## config.mk

```make
export PLATFORM = sky130hd
export DESIGN_NAME = fm_wr_port
export DESIGN_NICKNAME = d
export VERILOG_FILES = /design/src/rtl/fm_wr_pkg.sv /design/src/rtl/fm_wr_ptr.sv /design/src/rtl/fm_wr_stage.sv /design/src/rtl/fm_wr_mon.sv /design/src/rtl/fm_wr_port.sv
export SDC_FILE = /design/constraint.sdc
export NUM_CORES = 1
export LEC_CHECK = 0
export BUFFER_PORTS_ARGS = -buffer_cell sky130_fd_sc_hd__buf_4
export CAP_MARGIN = 5
export CELL_PAD_IN_SITES_DETAIL_PLACEMENT = 0
export CELL_PAD_IN_SITES_GLOBAL_PLACEMENT = 1
export CORE_ASPECT_RATIO = 0.6
export CORE_UTILIZATION = 37
export CTS_CLUSTER_SIZE = 25
export DETAILED_ROUTE_END_ITERATION = 12
export PLACE_DENSITY_LB_ADDON = 0.25
export SYNTH_ARGS = -nofsm -noshare
export SYNTH_HDL_FRONTEND = slang
export SYNTH_HIERARCHICAL = 1
export SYNTH_SLANG_ARGS = --single-unit
```

## constraint.sdc

```tcl
create_clock -name clk -period 2.1 [get_ports clk]
set_input_delay 0.42 -clock clk [delete_from_list [all_inputs] [get_ports clk]]
set_output_delay 0.42 -clock clk [all_outputs]
set_load 0.02 [all_outputs]
```

## src/rtl/fm_wr_pkg.sv

```systemverilog
package fm_wr_pkg;
  localparam int unsigned WORD_W = 12;

  typedef struct packed {
    logic              store;
    logic [WORD_W-1:0] data;
  } stage_word_t;
endpackage

```

## src/rtl/fm_wr_ptr.sv

```systemverilog
module fm_wr_ptr #(
  parameter int unsigned DEPTH = 1024,
  parameter int unsigned AW    = $clog2(DEPTH)
) (
  input  logic          clk,
  input  logic          rst,
  input  logic          clr,
  input  logic          adv,
  output logic [AW-1:0] ptr
);
  localparam bit POW2 = (DEPTH == (1 << AW));

  logic [AW-1:0] ptr_nxt;

  generate
    if (POW2) begin : g_natural_wrap
      always_comb ptr_nxt = ptr + AW'(1);
    end else begin : g_compare_wrap
      always_comb ptr_nxt = (ptr == AW'(DEPTH-1)) ? '0 : ptr + AW'(1);
    end
  endgenerate

  always_ff @(posedge clk) begin
    if (rst || clr) ptr <= '0;
    else if (adv)   ptr <= ptr_nxt;
  end


  clr_zero_chk: assert property (@(posedge clk) disable iff (rst)
    clr |=> (ptr == '0));


  hold_chk: assert property (@(posedge clk) disable iff (rst)
    (!clr && !adv) |=> $stable(ptr));


  wrap_chk: assert property (@(posedge clk) disable iff (rst)
    (!clr && adv && ptr == AW'(DEPTH-1)) |=> (ptr == '0));
endmodule

```

## src/rtl/fm_wr_stage.sv

```systemverilog
module fm_wr_stage
  import fm_wr_pkg::*;
#(
  parameter int unsigned AW = 10
) (
  input  logic              clk,
  input  logic              rst,
  input  logic              clr,
  input  logic              push,
  input  logic [AW-1:0]     push_addr,
  input  stage_word_t       push_word,
  output logic              ram_we,
  output logic [AW-1:0]     ram_addr,
  output logic [WORD_W-1:0] ram_data
);
  logic          held_v;
  logic [AW-1:0] held_addr;
  stage_word_t   held_word;

  always_ff @(posedge clk) begin
    if (rst) begin
      held_v    <= 1'b0;
      held_addr <= '0;
      held_word <= '0;
      ram_we    <= 1'b0;
      ram_addr  <= '0;
      ram_data  <= '0;
    end else begin
      ram_we <= 1'b0;
      if ((clr || push) && held_v) begin
        ram_we   <= held_word.store;
        ram_addr <= held_addr;
        ram_data <= held_word.data;
      end
      if (clr) begin
        held_v <= 1'b0;
      end else if (push) begin
        held_v    <= 1'b1;
        held_addr <= push_addr;
        held_word <= push_word;
      end
    end
  end


  flush_empty_chk: assert property (@(posedge clk) disable iff (rst)
    clr |=> !held_v);


  commit_cause_chk: assert property (@(posedge clk) disable iff (rst)
    ram_we |-> $past(clr || push));


  push_fills_chk: assert property (@(posedge clk) disable iff (rst)
    (push && !clr) |=> held_v);
endmodule

```

## src/rtl/fm_wr_mon.sv

```systemverilog
module fm_wr_mon #(
  parameter int unsigned MIN_PASS = 80,
  parameter int unsigned MIN_GAP  = 2
) (
  input  logic clk,
  input  logic rst,
  input  logic clr,
  input  logic adv,
  output logic gap_err,
  output logic short_pass
);
  localparam int unsigned CW = $clog2(MIN_PASS + 1);
  localparam int unsigned GW = $clog2(MIN_GAP + 1);

  logic          seen;
  logic [CW-1:0] act_cnt;
  logic [GW-1:0] gap_cnt;

  always_ff @(posedge clk) begin
    if (rst) begin
      seen       <= 1'b0;
      act_cnt    <= '0;
      gap_cnt    <= '0;
      gap_err    <= 1'b0;
      short_pass <= 1'b0;
    end else if (clr) begin
      if (seen && gap_cnt < GW'(MIN_GAP)) gap_err <= 1'b1;
      if (seen) short_pass <= (act_cnt < CW'(MIN_PASS));
      seen    <= 1'b1;
      act_cnt <= '0;
      gap_cnt <= '0;
    end else begin
      if (gap_cnt < GW'(MIN_GAP)) gap_cnt <= gap_cnt + GW'(1);
      if (adv && act_cnt < CW'(MIN_PASS)) act_cnt <= act_cnt + CW'(1);
    end
  end


  gap_sticky_chk: assert property (@(posedge clk) disable iff (rst)
    gap_err |=> gap_err);


  short_hold_chk: assert property (@(posedge clk) disable iff (rst)
    !clr |=> $stable(short_pass));
endmodule

```

## src/rtl/fm_wr_port.sv

```systemverilog
module fm_wr_port
  import fm_wr_pkg::*;
#(
  parameter int unsigned DEPTH    = 1024,
  parameter int unsigned MIN_PASS = 80,
  parameter int unsigned MIN_GAP  = 2,
  parameter int unsigned AW       = $clog2(DEPTH)
) (
  input  logic              clk,
  input  logic              rst,
  input  logic              wr_clr_i,
  input  logic              wr_en_i,
  input  logic              store_en_i,
  input  logic [WORD_W-1:0] din_i,
  output logic [AW-1:0]     wr_ptr_o,
  output logic              ram_we_o,
  output logic [AW-1:0]     ram_addr_o,
  output logic [WORD_W-1:0] ram_data_o,
  output logic              gap_err_o,
  output logic              short_pass_o
);
  logic [WORD_W-1:0] din_q;
  logic              adv;
  stage_word_t       push_word;

  // one-edge lag on the data path for direct chaining
  always_ff @(posedge clk) begin
    if (rst) din_q <= '0;
    else     din_q <= din_i;
  end

  always_comb begin
    adv             = wr_en_i && !wr_clr_i;
    push_word.store = store_en_i;
    push_word.data  = din_q;
  end

  fm_wr_ptr #(.DEPTH(DEPTH), .AW(AW)) u_ptr (
    .clk (clk),
    .rst (rst),
    .clr (wr_clr_i),
    .adv (adv),
    .ptr (wr_ptr_o)
  );

  fm_wr_stage #(.AW(AW)) u_stage (
    .clk       (clk),
    .rst       (rst),
    .clr       (wr_clr_i),
    .push      (adv),
    .push_addr (wr_ptr_o),
    .push_word (push_word),
    .ram_we    (ram_we_o),
    .ram_addr  (ram_addr_o),
    .ram_data  (ram_data_o)
  );

  fm_wr_mon #(.MIN_PASS(MIN_PASS), .MIN_GAP(MIN_GAP)) u_mon (
    .clk        (clk),
    .rst        (rst),
    .clr        (wr_clr_i),
    .adv        (adv),
    .gap_err    (gap_err_o),
    .short_pass (short_pass_o)
  );


  rst_state_chk: assert property (@(posedge clk)
    rst |=> (wr_ptr_o == '0 && !ram_we_o && !gap_err_o && !short_pass_o));
endmodule

```

Yosys cells after proc, flatten, opt, wreduce, memory -nomap -nowiden
Cells that the tools add are included.

operators by class
  add/sub/neg operators = 3
  order comparisons = 2
  bitwise logic cells = 2
  reduce and logical (&&, ||, !) cells = 12

operator list
  cell                                            number
  adder 10 x 1 -> 10 bit (second input constant)  1
  adder 7 x 1 -> 7 bit (second input constant)    1
  < comparator 7 bit (second input constant)      1
  AND reduction 2 bit                             3
  logical AND 1 bit                               4
  OR reduction 2 bit                              2
  adder 2 x 1 -> 2 bit (second input constant)    1
  logical OR 1 bit                                2
  < comparator 2 bit (second input constant)      1
  inverter 1 bit                                  2
  logical NOT 1 bit                               1

word-level totals
  register bits = 81
  bits of input ports = 17

Depth between registers and ports, before layout
Gate-level depths: netlist of the first run.

  depth after elaboration = 6
  depth in mapped cells = 5
  depth with buffers taken out = 4

Hierarchy
Netlist of the first run, hierarchy kept.

by module, submodules not included
  module       times used  cells an instance  area each (µm²)
  fm_wr_stage  1           202                1605.3
  fm_wr_mon    1           55                 490.5
  fm_wr_ptr    1           48                 444.2
  fm_wr_port   1           26                 372.9

Worst setup path after synthesis of the first run
Ideal clock, no wire load.

  path kind = input -> register
  start point = in wr_en_i
  end point = reg u_ptr.ptr[8]
  setup time = 0.071 ns
  arrival = 1.894 ns
  path slack = 0.135 ns
  stages on the path = 5
  path through = nor2b_1 > buf_4 > nand3_1 > or4_1 > a21oi_1

between the ends
  word-level cells in the longest chain between the ends = 1

RTL lines
  what                  line              text
  start, declared       fm_wr_port.sv:12  input logic wr_en_i,
  logical AND 1 bit     fm_wr_port.sv:33  adv = wr_en_i && !wr_clr_i;
  end signal, assigned  fm_wr_ptr.sv:25   else if (adv) ptr <= ptr_nxt;
  end, declared         fm_wr_ptr.sv:9    output logic [AW-1:0] ptr

No other way between the ends.
A chain may end at the register's enable or synchronous reset.

Worst setup path in the final report of the first run
  start point = reg u_ptr.ptr[1]
  end point = reg u_ptr.ptr[8]

between the ends
  word-level cells in the longest chain between the ends = 1

RTL lines
  what                    line             text
  adder 10 x 1 -> 10 bit  fm_wr_ptr.sv:17  always_comb ptr_nxt = ptr + AW'(1);

No other way between the ends.

==> results of run 1 <==
## cells in the mapped netlist, types with 2 or more instances
cell type  count
or3_2          2
o21a_1         3
nor2b_2        8
or2_2          2
nor2_1        14
nand2_1       95
nand4_1        4
nand3_1        4
ha_1           2
clkbuf_1       5
nor2b_4        2
a21oi_1       57
buf_6          2
inv_1          2
or3_1          5
xor2_1         4
or4_1          3
o31ai_1        3
o21ai_0        8
and2b_2        2
dfxtp_1       81
buf_2          8
## power groups by stage
stage	Combinational, mW	Sequential (mW)	Clock, mW
final	0.141	1.58	1.37
after global placement	0.140	1.61	0
after floorplan	0.0796	1.61	0
after CTS	0.143	1.58	1.42
after detailed placement	0.143	1.61	0
after global routing	0.157	1.58	1.49
## cells by family after synthesis
logic type,synth area share [%]
AND/OR/NAND/NOR,24.8
multiplexers,0.344
XOR/XNOR,1.50
buffers and inverters,3.44
flip-flops,55.7
adder cells (fa/ha/maj),0.859
AO/OA/AOI/OAI,13.4
## final timing paths
path	end	start	slack (ns)
max	u_ptr/ptr[8]	u_ptr/ptr[1]	0.44
min reg2reg	u_stage/held_word[9]	din_q[9]	0.43
max reg2reg	u_ptr/ptr[8]	u_ptr/ptr[1]	0.44
min	din_q[1]	din_i[1]	0.30
## worst max-delay path, stage by stage, from the launching register on
cell,delay (ns)
dfxtp_1,0.48
ha_1,0.26
nand3_1,0.15
or4_1,0.54
a21oi_1,0.15
## routing by layer
layer	GRT usage, %	vias to the layer above
li1	-	1204
met1	24.7	1103
met2	25.4	57
met3	6.77	6
met4	6.33	0
met5	0	-
## metrics by stage
| stage | cells | power (mW) |
|---|---|---|
| 2_1_floorplan | 331 | 1.69 |
| 3_3_place_gp | 476 | 1.75 |
| 6_report | 491 | 3.09 |
| 5_1_grt | 491 | 3.22 |
| 3_5_place_dp | 476 | 1.75 |
| 4_1_cts | 491 | 3.14 |
## state kept, by name, indices dropped and copies added (netlist names), 2 cells and up
register / flops
u_stage/held_word: 13
din_q: 12
u_stage/ram_data: 12
u_ptr/ptr: 10
u_stage/held_addr: 10
u_stage/ram_addr: 10
u_mon/act_cnt: 7
u_mon/gap_cnt: 2
## cell type report
type                            count  area, um^2  area share (%)
Sequential cell                    81        1620            43.9
Multi-Input combinational cell    231        1190            32.4
Inverter                            2        7.51           0.203
Clock inverter                      3        17.5           0.475
Clock buffer                       12         246            6.68
Timing Repair Buffer               58         473            12.8
Tap cell                          104         130            3.53
## placed cells by master, fill, tap and decap left out, drive strengths merged
master / instances
or2: 2
xnor2: 1
dfxtp: 81
nor3b: 1
and2b: 3
clkbuf: 12
nand4: 5
nand2b: 1
nor2: 14
o21a: 3
nand3: 5
or3: 7
nor3: 1
o21ai: 9
inv: 2
or4: 3
clkinv: 2
a311oi: 1
buf: 58
a21oi: 57
clkinvlp: 1
o31ai: 3
a31oi: 1
nand3b: 1
xor2: 4
mux2i: 1
nand2: 95
nor2b: 11
ha: 2
==> results.yml, run 1 <==
clock_tree:
  cts.clk_slew.worst_paths_ns: 0.06
  post-cts-setup-buffer-count: 0
  cts-root-buf: "clkbuf_16"
  cts.sinks: 81
  cts_made_buffers: 9
  ctsResizeCount: 0
  cts_tree: "yes"
  htree_levels: 3
  clk_latency_ns: 0.33
  ctsHoldBuffers: 0
  clock_path_buffers: 2
worst_setup_path:
  cp-end-kind: "register"
  r2r_cells: 4
  worstPathRequired_ns: 2.36
  critPathKind: "register to register"
  arrival_ns: 1.92
  crit_fanout: 5
  start_kind: "register"
power:
  p_int_mw: 2.45
  clock_power_share_pct: 44.5
  p_leak_nw: 1.37
  irDropWorstVdd_mv: 0.424
  p_switching_mw: 0.646
  p_sw_share_pct: 20.9
  power_frac_comb_pct: 4.6
  cellPowerDensity_nw_per_um2: 838
  p_seq_share_pct: 51.0
place:
  hpwl_mm: 4.25
  place_ws_ns: 0.243
  finalWeightedCongestion: 0.769
  io_buffers: 51
  placed_area_um2: 3430
floorplanning:
  die_w_um: 117
  die_y_um: 70.7
  initial_core_util_pct: 39.1
  core_area_um2: 7450
  die_area_um2: 8240
  pin_count: 52
  row_count: 24
synth:
  ys_ff_latch: 81
  syn_area_per_cell_um2: 8.80
  ys_types: 37
  synth_fp_nets: 350
  synthFlopType: "dfxtp_1"
  yosysSeqAreaShare_pct: 55.7
  synth_top_cell_area_share_pct: 55.7
  synth.area.top_cells: "dfxtp_1 (56%), nand2_1 (12%), a21oi_1 (9.8%)"
  synth_edf_count: 0
  yosys.area.top_type: "dfxtp_1"
  syn_area_um2: 2910
  synthCells: 331
  synth_warnings: 6
  async_reset_ff_share_pct: 0
drt:
  route.detailed.drc: 0
  met3_length_um: 399
  via_per_inst: 4.83
  top_layer_used: "met4"
  via_count: 2370
  wl_per_cell_um: 13.3
  wl_met2_mm: 2.68
  drtIter0Drc: 95
  firstDrtPassIters: 5
  wl_mm: 6.54
  antenna_left: 0
  wl_met1_mm: 3.41
sta:
  fin_ws_ns: 0.440
  grt_setup_unrepaired: "no"
  period_minus_slack_ns: 1.66
  fmax_mhz: 602
  tns_ns: 0
  setup_violations: 0
  hold_viol_final: 0
  slew_viol_final: 0
  fin_skew_ns: 0.00286
  slew_headroom_pct: 74.3
  finalCritPeriodShare_pct: 79.0
  worst_pin_slew_ns: 0.385
  hold_ws_ns: 0.302
global_route:
  grt_usage_pct: 17.9
  grt_antenna_before_repair: 0
  grt_max_degree: 38
  grt_pass1_wl_mm: 11.1
  grt_pass1_vias: 2295
  grt_overflow_total: 0
run_status:
  outcome: "finished, final reports clean"
finish:
  num-nets-final: 402
  stdcell_area_um2: 3690
  area_growth_pct: 26.7
  nFillCells: 746
  layout-drive-gt1-share_pct: 23.3
  fin_util_pct: 49.6
  diodes: 0
worst_hold_path:
  hp-class: "input port to register"
  hold_path_depth: 2
flow_run:
  cap_violations: 0
No activity file was read; power rests on OpenSTA's default activity.
==> run 2, diff against run 1 <==
- clock period: 2.1 -> 1.4 ns (I/O delays scaled with it)
==> run 2 against run 1 <==
Effect of this change:
- final cell count up 2.4%
- non-clock buffer count up 12
- via count up 1.1%
- clock skew about the same
- worst setup slack worse by 0.36 ns
- sequential power up 49%
- critical path type unchanged
==> results.yml, run 2 (synthesis gave the netlist of run 1 again) <==
finish:
  layout-drive-gt1-share_pct: 27.3
  ff_latch_area_um2: 1630
  mostFrequentLayoutCells: "nand2_1 (95), dfxtp_1 (77), buf_4 (65), a21oi_1 (57), nor2_1 (14)"
  largest_reg_flops: 13
  final_common_cell: "nand2_1"
  num-nets-final: 414
  top_register: "u_stage/held_word"
  nFillCells: 735
  multi_input_area_um2: 1230
  reg_top3: "u_stage/held_word x13, din_q x12, u_stage/ram_data x12"
  area_growth_pct: 33.7
  diodes: 0
clock_tree:
  cts.sinks: 81
  ctsHoldBuffers: 0
  cts_tree: "yes"
  clk_latency_ns: 0.33
  clock_path_buffers: 2
  cts-root-buf: "clkbuf_16"
  cts_made_buffers: 9
  cts.clk_slew.worst_paths_ns: 0.06
  htree_levels: 3
sta:
  fin_skew_ns: 0.00316
  slew_viol_final: 0
  slew_headroom_pct: 82.4
  hold_ws_ns: 0.152
  setup_violations: 0
  worst_pin_slew_ns: 0.264
  fmax_mhz: 755
  grt_setup_unrepaired: "no"
  finalCritPeriodShare_pct: 94.6
  hold_viol_final: 0
  tns_ns: 0
  fin_ws_ns: 0.0762
  period_minus_slack_ns: 1.32
worst_hold_path:
  hp-class: "input port to register"
  hp-start: "din_i[5]"
  hold_path_depth: 2
place:
  io_buffers: 51
  hpwl_mm: 4.39
  place_ws_ns: -0.0573
  finalWeightedCongestion: 0.736
power:
  p_leak_nw: 1.47
  cellPowerDensity_nw_per_um2: 1300
  power_frac_comb_pct: 4.6
  p_int_mw: 4.05
  irDropWorstVdd_mv: 0.639
  p_sw_share_pct: 19.9
  finalPower_mw: 5.06
  p_seq_share_pct: 46.7
  clock_power_share_pct: 48.7
  p_switching_mw: 1.01
global_route:
  grt_max_degree: 38
  grt_pass1_vias: 2211
  grt_antenna_before_repair: 0
  grt_overflow_total: 0
  grt_usage_pct: 17.7
  grt_pass1_wl_mm: 10.8
worst_setup_path:
  worstPathRequired_ns: 1.66
  crit_fanout: 3
  critPathKind: "register to register"
  cp_num_cells: 4
  startpoint: "u_ptr/ptr[0]"
  cp-end-kind: "register"
  arrival_ns: 1.59
  r2r_start: "u_ptr/ptr[0]"
  max_stage_delay_ns: 0.52
  r2r_cells: 4
  cp_cell_sequence: "ha_4, nand3_4, or4_1, a21oi_1"
  crit_buf_inv: 0
  cpLargestDelayFamily: "simple AND/OR/NAND/NOR gates"
  slowest_stage: "or4_1"
  start_kind: "register"
floorplanning:
  row_count: 24
  pin_count: 52
  die_y_um: 70.7
  die_w_um: 117
  die_area_um2: 8240
  initial_core_util_pct: 39.1
  core_area_um2: 7450
drt:
  route.detailed.drc: 0
  drtIter0Drc: 146
  wl_mm: 6.72
  via_count: 2396
  top_layer_used: "met4"
  firstDrtPassIters: 4
  met3_length_um: 424
  wl_per_cell_um: 13.4
  antenna_left: 0
  via_per_inst: 4.76
  wl_met2_mm: 2.73
  wl_met1_mm: 3.50
flow_run:
  cap_violations: 0
run_status:
  outcome: "finished, final reports clean"
## run 2: cell types whose count changed in the layout (fill, tap and decap cells not counted), sizes merged
cell	delta
buf	+12
bufinv	+2
clkinv	-1
clkinvlp	-1
## run 2: layout make-up
type,count,share of cell area [%]
Sequential cell,81,41.8
Timing Repair Buffer,70,15.1
Inverter,2,0.193
Multi-Input combinational cell,231,31.6
Tap cell,104,3.34
Clock buffer,12,6.33
Clock inverter,3,1.67
## run 2: per-stage QoR
step | cell area (um^2) | std cells | utilization, %
2_1_floorplan | 2940 | 331 | -
3_3_place_gp | 3560 | 488 | 47.8
3_5_place_dp | 3560 | 488 | 47.8
4_1_cts | 3870 | 503 | 52.0
5_1_grt | 3890 | 503 | 52.3
6_report | 3890 | 503 | 52.3
## run 2: metal layers
metal  vias up  track usage (%)
li1       1234                -
met1      1094             25.1
met2        60             24.2
met3         8             5.91
met4         0             7.59
met5         -                0
## run 2: path summary, 6_finish.rpt
path | end | slack, ns
min | din_q[5] | 0.15
min reg2reg | u_stage/held_word[6] | 0.43
max reg2reg | u_ptr/ptr[8] | 0.08
max | u_ptr/ptr[8] | 0.08
## run 2: power by group through the flow
stage          clock network, mW  registers, mW  logic [mW]
6_report                    2.46           2.36       0.233
5_1_grt                     2.61           2.37       0.258
4_1_cts                     2.52           2.36       0.236
3_5_place_dp                   0           2.41       0.234
3_3_place_gp                   0           2.41       0.233
2_1_floorplan                  0           2.42       0.123
## run 2: worst reg2reg max path, delay by kind of cell, from the launching register on
kind / cells / cell delay (ns)
AO/OA/AOI/OAI: 1 / 0.13
adder cells (fa/ha/maj): 1 / 0.16
AND/OR/NAND/NOR: 2 / 0.62
flip-flops: 1 / 0.35
## run 2: timing repair
action / 4_1_cts / 5_1_grt
setup endpoints to repair: 1 / 2
pin swaps: 0 / 1
gates resized for setup: 1 / 4
setup buffers: 0 / 0
endpoints found under the hold margin: 0 / 0
==> run 3, diff against run 2 <==
- ABC_AREA: unset -> 0
- CORE_ASPECT_RATIO: 0.6 -> 1.1
- CORE_UTILIZATION: 37 -> 25
==> run 3 against run 2 <==
Effect of this change:
- die area is 47% higher
- utilization is 16 points lower
- hold slack better by 0.0063 ns
- via count is 1.6% lower
- maximum frequency is 1.6% lower
- largest cell class unchanged
==> results.yml, run 3 (synthesis gave the netlist of run 1 again) <==
run_status:
  outcome: "finished, final reports clean"
drt:
  via_per_inst: 4.29
  drtIter0Drc: 65
  via_count: 2357
  firstDrtPassIters: 4
  wl_per_cell_um: 12.0
  wl_mm: 6.61
  route.detailed.drc: 0
  antenna_left: 0
worst_setup_path:
  slowest_stage: "dfxtp_1"
  cp-end-kind: "output port"
  cpLargestDelayFamily: "flip-flops"
  cp_common_cell: "buf_4"
  worstPathRequired_ns: 1.12
  crit_fanout: 4
  critPathKind: "register to output port"
  max_stage_delay_ns: 0.43
  crit_buf_inv: 2
  arrival_ns: 1.07
  start_kind: "register"
  cp_cell_sequence: "buf_4, buf_4"
power:
  p_leak_nw: 1.50
  irDropWorstVdd_mv: 0.497
  p_seq_share_pct: 44.2
  p_sw_share_pct: 20.4
  power_frac_comb_pct: 4.4
  cellPowerDensity_nw_per_um2: 1340
  p_switching_mw: 1.09
  p_int_mw: 4.25
  clock_power_share_pct: 51.4
sta:
  fin_skew_ns: 0.00445
  hold_ws_ns: 0.159
  grt_setup_unrepaired: "yes"
  setup_violations: 0
  slew_headroom_pct: 81.3
  finalCritPeriodShare_pct: 96.1
  slew_viol_final: 0
  period_minus_slack_ns: 1.35
  fin_ws_ns: 0.0549
  fmax_mhz: 743
  worst_pin_slew_ns: 0.281
  hold_viol_final: 0
  tns_ns: 0
clock_tree:
  cts_tree: "yes"
  cts-root-buf: "clkbuf_16"
  cts_made_buffers: 9
  htree_levels: 3
  cts.clk_slew.worst_paths_ns: 0.06
  cts.sinks: 81
  post-cts-setup-buffer-count: 0
  clock_path_buffers: 2
  clk_latency_ns: 0.33
finish:
  reg_top3: "u_stage/held_word x13, din_q x12, u_stage/ram_data x12"
  final_common_cell: "nand2_1"
  multi_input_area_um2: 1210
  fin_util_pct: 36.0
  area_growth_pct: 37.2
  layout-drive-gt1-share_pct: 28.5
  ff_latch_area_um2: 1630
  top_register: "u_stage/held_word"
  diodes: 0
  nFillCells: 1186
  num-nets-final: 417
  mostFrequentLayoutCells: "nand2_1 (95), dfxtp_1 (77), buf_4 (68), a21oi_1 (57), nor2_1 (14)"
  largest_reg_flops: 13
global_route:
  grt_overflow_total: 0
  grt_antenna_before_repair: 0
  grt_pass1_vias: 2300
  grt_usage_pct: 11.7
  grt_pass1_wl_mm: 11.1
  grt_max_degree: 27
floorplanning:
  initial_core_util_pct: 26.2
  die_area_um2: 12100
  die_y_um: 115
  pin_count: 52
  core_area_um2: 11100
  row_count: 40
  die_w_um: 105
place:
  place_ws_ns: -0.0763
  finalWeightedCongestion: 0.701
  io_buffers: 51
  hpwl_mm: 4.43
flow_run:
  cap_violations: 0
worst_hold_path:
  hp-class: "input port to register"
## run 3: power groups by stage
stage	clock network [mW]	logic [mW]	registers, mW
finish	2.74	0.235	2.36
global route	2.92	0.263	2.37
detailed placement	0	0.242	2.41
CTS	2.82	0.243	2.36
global placement	0	0.240	2.41
floorplan	0	0.123	2.42
## run 3: metrics by stage
step                      instances  instance area, um^2  total power [mW]
after floorplan                 331                 2940              2.54
after global placement          534                 3640              2.65
final                           550                 4000              5.34
after CTS                       550                 3990              5.42
after detailed placement        534                 3640              2.66
after global routing            550                 4000              5.55
## run 3: cell type report
cell class	instances	area share, %
Timing Repair Buffer	73	15.3
Clock inverter	6	2.85
Tap cell	147	4.60
Multi-Input combinational cell	231	30.4
Inverter	2	0.188
Sequential cell	81	40.7
Clock buffer	10	5.98
## run 3: final timing paths
kind / from / to / slack [ns] / depth (start not counted)
min reg2reg: din_q[6] / u_stage/held_word[6] / 0.43 / 2
min: din_i[4] / din_q[4] / 0.16 / 2
max: u_ptr/ptr[2] / wr_ptr_o[2] / 0.05 / 2
max reg2reg: u_ptr/ptr[0] / u_ptr/ptr[8] / 0.08 / 4
## run 3: routing by layer
| layer | routed length, um | up-vias | GRT usage (%) |
|---|---|---|---|
| met2 | 3080 | 32 | 18.9 |
| met5 | 0 | - | 0 |
| met4 | 95 | 0 | 4.79 |
| met1 | 3220 | 1078 | 14.8 |
| met3 | 204 | 7 | 3.34 |
| li1 | - | 1240 | - |
## run 3: timing repair
item | in CTS | in global routing
hold buffers | 0 | 0
endpoints found under the setup margin | 0 | 2
resized for setup | 0 | 3
